[src/rtl/flash_cmd_decoder.sv]
module flash_cmd_decoder #(
  parameter int ADDR_W = 16,
  parameter int BLK_W  = 3
) (
  input  logic                  clk,
  input  logic                  rst_n,
  input  logic                  wr_en,
  input  logic [ADDR_W-1:0]     wr_addr,
  input  logic [7:0]            wr_data,
  input  logic                  hw_bypass,
  input  logic [(1<<BLK_W)-1:0] protect,
  output logic                  prog_req,
  output logic                  erase_blk_req,
  output logic                  erase_chip_req,
  output logic [ADDR_W-1:0]     req_addr,
  output logic [7:0]            req_data,
  output logic                  bypass_mode,
  output logic                  read_mode
);
  localparam logic [ADDR_W-1:0] A_UNLK1 = ADDR_W'('h555);
  localparam logic [ADDR_W-1:0] A_UNLK2 = ADDR_W'('h2AA);

  typedef enum logic [3:0] {
    S_IDLE, S_U1, S_U2, S_PGM, S_E3, S_E4, S_E5, S_BPGM, S_BERS, S_BRST
  } st_t;

  st_t  state, cur, nxt;
  logic sw_bypass, set_sw, clr_sw;
  logic do_prog, do_blk, do_chip, st_ok, blk_open, chip_open;
  logic [BLK_W-1:0] blk;

  assign bypass_mode = sw_bypass | hw_bypass;
  assign st_ok = bypass_mode ? (state inside {S_BPGM, S_BERS, S_BRST})
                             : (state inside {S_U1, S_U2, S_PGM, S_E3, S_E4, S_E5});
  assign cur       = st_ok ? state : S_IDLE;
  assign read_mode = !bypass_mode && (cur == S_IDLE);
  assign blk       = wr_addr[ADDR_W-1 -: BLK_W];
  assign blk_open  = hw_bypass || !protect[blk];
  assign chip_open = hw_bypass || (protect == '0);

  always_comb begin
    nxt = cur; set_sw = 1'b0; clr_sw = 1'b0;
    do_prog = 1'b0; do_blk = 1'b0; do_chip = 1'b0;
    if (wr_en) begin
      nxt = S_IDLE;
      if (bypass_mode) begin
        case (cur)
          S_BPGM: do_prog = 1'b1;
          S_BERS: begin
            do_blk  = (wr_data == 8'h30);
            do_chip = (wr_data == 8'h10);
          end
          S_BRST: clr_sw = (wr_data == 8'h00);
          default: begin
            if (wr_data == 8'hA0)      nxt = S_BPGM;
            else if (wr_data == 8'h80) nxt = S_BERS;
            else if (wr_data == 8'h90) nxt = S_BRST;
          end
        endcase
      end else begin
        case (cur)
          S_U1: if (wr_addr == A_UNLK2 && wr_data == 8'h55) nxt = S_U2;
          S_U2: if (wr_addr == A_UNLK1) begin
            if (wr_data == 8'hA0)      nxt = S_PGM;
            else if (wr_data == 8'h80) nxt = S_E3;
            else if (wr_data == 8'h20) set_sw = 1'b1;
          end
          S_PGM: do_prog = 1'b1;
          S_E3: if (wr_addr == A_UNLK1 && wr_data == 8'hAA) nxt = S_E4;
          S_E4: if (wr_addr == A_UNLK2 && wr_data == 8'h55) nxt = S_E5;
          S_E5: begin
            do_blk  = (wr_data == 8'h30);
            do_chip = (wr_data == 8'h10) && (wr_addr == A_UNLK1);
          end
          default: if (wr_addr == A_UNLK1 && wr_data == 8'hAA) nxt = S_U1;
        endcase
      end
    end
  end

  always_ff @(posedge clk) begin
    if (!rst_n) begin
      state          <= S_IDLE;
      sw_bypass      <= 1'b0;
      prog_req       <= 1'b0;
      erase_blk_req  <= 1'b0;
      erase_chip_req <= 1'b0;
      req_addr       <= '0;
      req_data       <= '0;
    end else begin
      state          <= nxt;
      if (set_sw) sw_bypass <= 1'b1;
      else if (clr_sw) sw_bypass <= 1'b0;
      prog_req       <= do_prog && blk_open;
      erase_blk_req  <= do_blk && blk_open;
      erase_chip_req <= do_chip && chip_open;
      if (do_prog || do_blk || do_chip) begin
        req_addr <= wr_addr;
        req_data <= wr_data;
      end
    end
  end
endmodule

[config.mk]
export PLATFORM = sky130hd
export DESIGN_NAME = flash_cmd_decoder
export DESIGN_NICKNAME = d
export VERILOG_FILES = /design/src/rtl/flash_cmd_decoder.sv
export SDC_FILE = /design/constraint.sdc
export NUM_CORES = 1
export LEC_CHECK = 0
export ABC_AREA = 0
export CAP_MARGIN = 15
export CORE_UTILIZATION = 25
export DETAILED_ROUTE_END_ITERATION = 12
export DONT_BUFFER_PORTS = 1
export PLACE_DENSITY_LB_ADDON = 0.05
export SYNTH_ARGS = -nofsm -noshare
export SYNTH_HDL_FRONTEND = slang
export SYNTH_SLANG_ARGS = --single-unit
[constraint.sdc]
create_clock -name clk -period 3.3 [get_ports clk]
set_input_delay 0.33 -clock clk [delete_from_list [all_inputs] [get_ports clk]]
set_output_delay 0.33 -clock clk [all_outputs]
set_load 0.03 [all_outputs]
==> impl_metrics.ini <==
[flow_run]
cap_violations = 0

[sta]
fin_tns_setup_ps = 0
worst_pin_slew_ps = 703.2
finalClockSkew_ps = 15.91
maxSlewHeadroom_pct = 52.69
setup_viol = 0
finalMaxSlewViolations = 0
rsz0062_at_grt = false
period_share_pct = 65.29
fmax_ghz = 0.4641
final.min_clock_period_ps = 2154
finalHoldViolations = 0

[routing]
vias = 1643
ant_nets = 0
dr.pass1.iters = 4
routed_wl_microns = 5666
drcViolationCount = 0
viasPerCell = 5.071
routedWlPerCell_microns = 17.49
dr.first_iter.drc_count = 57

[logic_synthesis]
ys.flop_type = dfxtp_1
syn_avg_cell_area_sq_um = 8.459
yosysSeqAreaShare_pct = 32.93
ys_warn_count = 0
async_reset_ff_share_pct = 0
synth-edff-count = 0
synth_seq_cells = 32
synth_cell_types = 46
syn-cell-area_sq_um = 1946
synth.net_count = 266
postSynthCellCount = 230

[clock_network]
clkSinkCount = 32
cts-resized-gates = 0
htreeDepth = 2
cts_root_buf = clkbuf_8
post_cts_buffers = 0
cts-hold-fix-buffers = 0
cts_buffers = 5
cts_tree = done
clkLatencyLatePin_ps = 300
clkTransAtPathRegs_ps = 90
cts_buffer_depth = 2

[power]
p_leak_uw = 0.0008347
power-per-cell-area_nw_per_um2 = 404.8
ir_drop_uv = 121.3
power_uw = 855.5

[worst_setup_path]
r2r_cells = 6
required_ps = 3470
cp-start-kind = flip-flop
cp_max_fo = 24
path_class = flip-flop to flip-flop
critical_path_arrival_ps = 2320
critPathCaptureType = flip-flop

[cells_and_area]
finalNetCount = 260
multi_input_area_sq_um = 1224
seq_area_sq_um = 640.6
fillers = 845
drive_gt1_share_pct = 9.333
fin_util_pct = 28.68
num_antenna_cells = 0
area_growth_pct = 8.618

[global_route]
grt_overflow = 0
grt_pass1_wl_microns = 9163
grtUsageTotal_pct = 14.55
grt_max_degree = 56
antenna_found_initial = 0
grt_pass1_vias = 1645

[placed_design]
gp_congestion = 0.8027
dp_hpwl_microns = 4084
io_buffers = 0

[die]
dieWidth_microns = 90.22
ios = 65
dieArea_sq_um = 8140
rows = 31
initial_core_util_pct = 26.40
core_sq_um = 7370
die_y_microns = 90.22

[status]
status = complete, no violations

[hold_path]
hp-class = primary input to flip-flop
hold-path-cell-count = 2
## final timing paths
check / start / end / slack, ps
max: state[3]$_SDFF_PN0_ / req_addr[14]$_SDFFE_PN0P_ / 1150
min: hw_bypass / erase_chip_req$_SDFF_PN0_ / 160
max reg2reg: state[3]$_SDFF_PN0_ / req_addr[14]$_SDFFE_PN0P_ / 1150
min reg2reg: sw_bypass$_SDFFE_PN0P_ / sw_bypass$_SDFFE_PN0P_ / 610
## stage by stage
step                setup slack, ps  instance area [sq um]  cells  hold slack, ps
floorplan                      1490                   1946    230           455.2
global placement              962.3                   2006    316           472.9
detailed placement            986.8                   2006    316           469.0
CTS                            1143                   2113    324           154.4
global route                  964.1                   2113    324           150.0
finish                         1146                   2113    324           157.4
## area by class of cell
type                       instances  area share [%]
clock buffer                       6           3.434
clock inverter                     2           1.658
inverter                           2          0.4737
multi-input combinational        182           57.90
sequential                        32           30.31
tap                               99           5.861
timing repair buffer               1          0.3552
## power by group
group,internal [uW],switching (uW),total [uW]
clock network,224,168,392
logic,30.7,33.2,63.9
registers,389,10.5,399
total,644,211,856
## synthesized netlist by cell type, drive strengths merged, types with 3 or more instances
cell,n,share of area [%]
nor4,6,3.5
nor3b,4,2.1
o21ai,11,2.8
nand3,8,2.1
nand4b,3,1.4
buf,5,1.9
clkbuf,9,1.7
dfxtp,32,33
and4b,3,1.5
nand2,57,11
nor4b,5,2.3
mux2i,25,13
nor2b,5,1.6
o211ai,3,1.7
nor3,7,1.8
nor2,9,2.1
a21oi,7,1.8
## metal layers
metal / track usage (%) / share of wire, %
met1: 19.26 / 45
met2: 21.95 / 44
met3: 5.330 / 9.7
met4: 4.301 / 1.2
met5: 0 / 0
## worst max-delay path, stage by stage (launching register included)
cell,delay [ps]
dfxtp_1,560
nor4b_1,470
o211ai_2,160
nor3b_2,290
a211oi_4,90
buf_4,270
mux2i_1,170
## logic make-up (layout without fill, tap and decap cells)
| family | after synthesis | in the layout | synth area share [%] |
|---|---|---|---|
| buffers and inverters | 16 | 11 | 4.180 |
| muxes | 28 | 28 | 15.76 |
| and+or+nand+nor | 119 | 119 | 33.70 |
| DFF | 32 | 32 | 32.93 |
| AOI/OAI and AO/OA | 33 | 33 | 11.58 |
| xor gates and xnor gates | 2 | 2 | 1.865 |
## placed cells by master (no fill, tap or decap), types with 2 or more instances in the layout
cell type / synthesis / layout
a21oi_1: 7 / 7
a31oi_1: 2 / 2
and2_1: 2 / 2
and4b_1: 3 / 3
clkbuf_8: 0 / 5
dfxtp_1: 32 / 32
mux2i_1: 25 / 25
mux4_2: 2 / 2
nand2_1: 57 / 57
nand2b_1: 2 / 2
nand3_1: 8 / 8
nand4b_1: 3 / 3
nor2_1: 8 / 8
nor2b_1: 5 / 5
nor3_1: 7 / 7
nor3b_1: 2 / 2
nor3b_2: 2 / 2
nor4_1: 4 / 4
nor4_4: 2 / 2
nor4b_1: 5 / 5
nor4bb_1: 2 / 2
o2111ai_1: 2 / 2
o211ai_2: 2 / 2
o21a_1: 2 / 2
o21ai_0: 5 / 5
o21ai_1: 6 / 6
o22ai_1: 2 / 2
## state kept, by name, indices dropped and copies added (netlist names)
signal,count
erase_blk_req,1
erase_chip_req,1
prog_req,1
req_addr,16
req_data,8
state,4
sw_bypass,1
No activity file was read; power rests on OpenSTA's default activity.
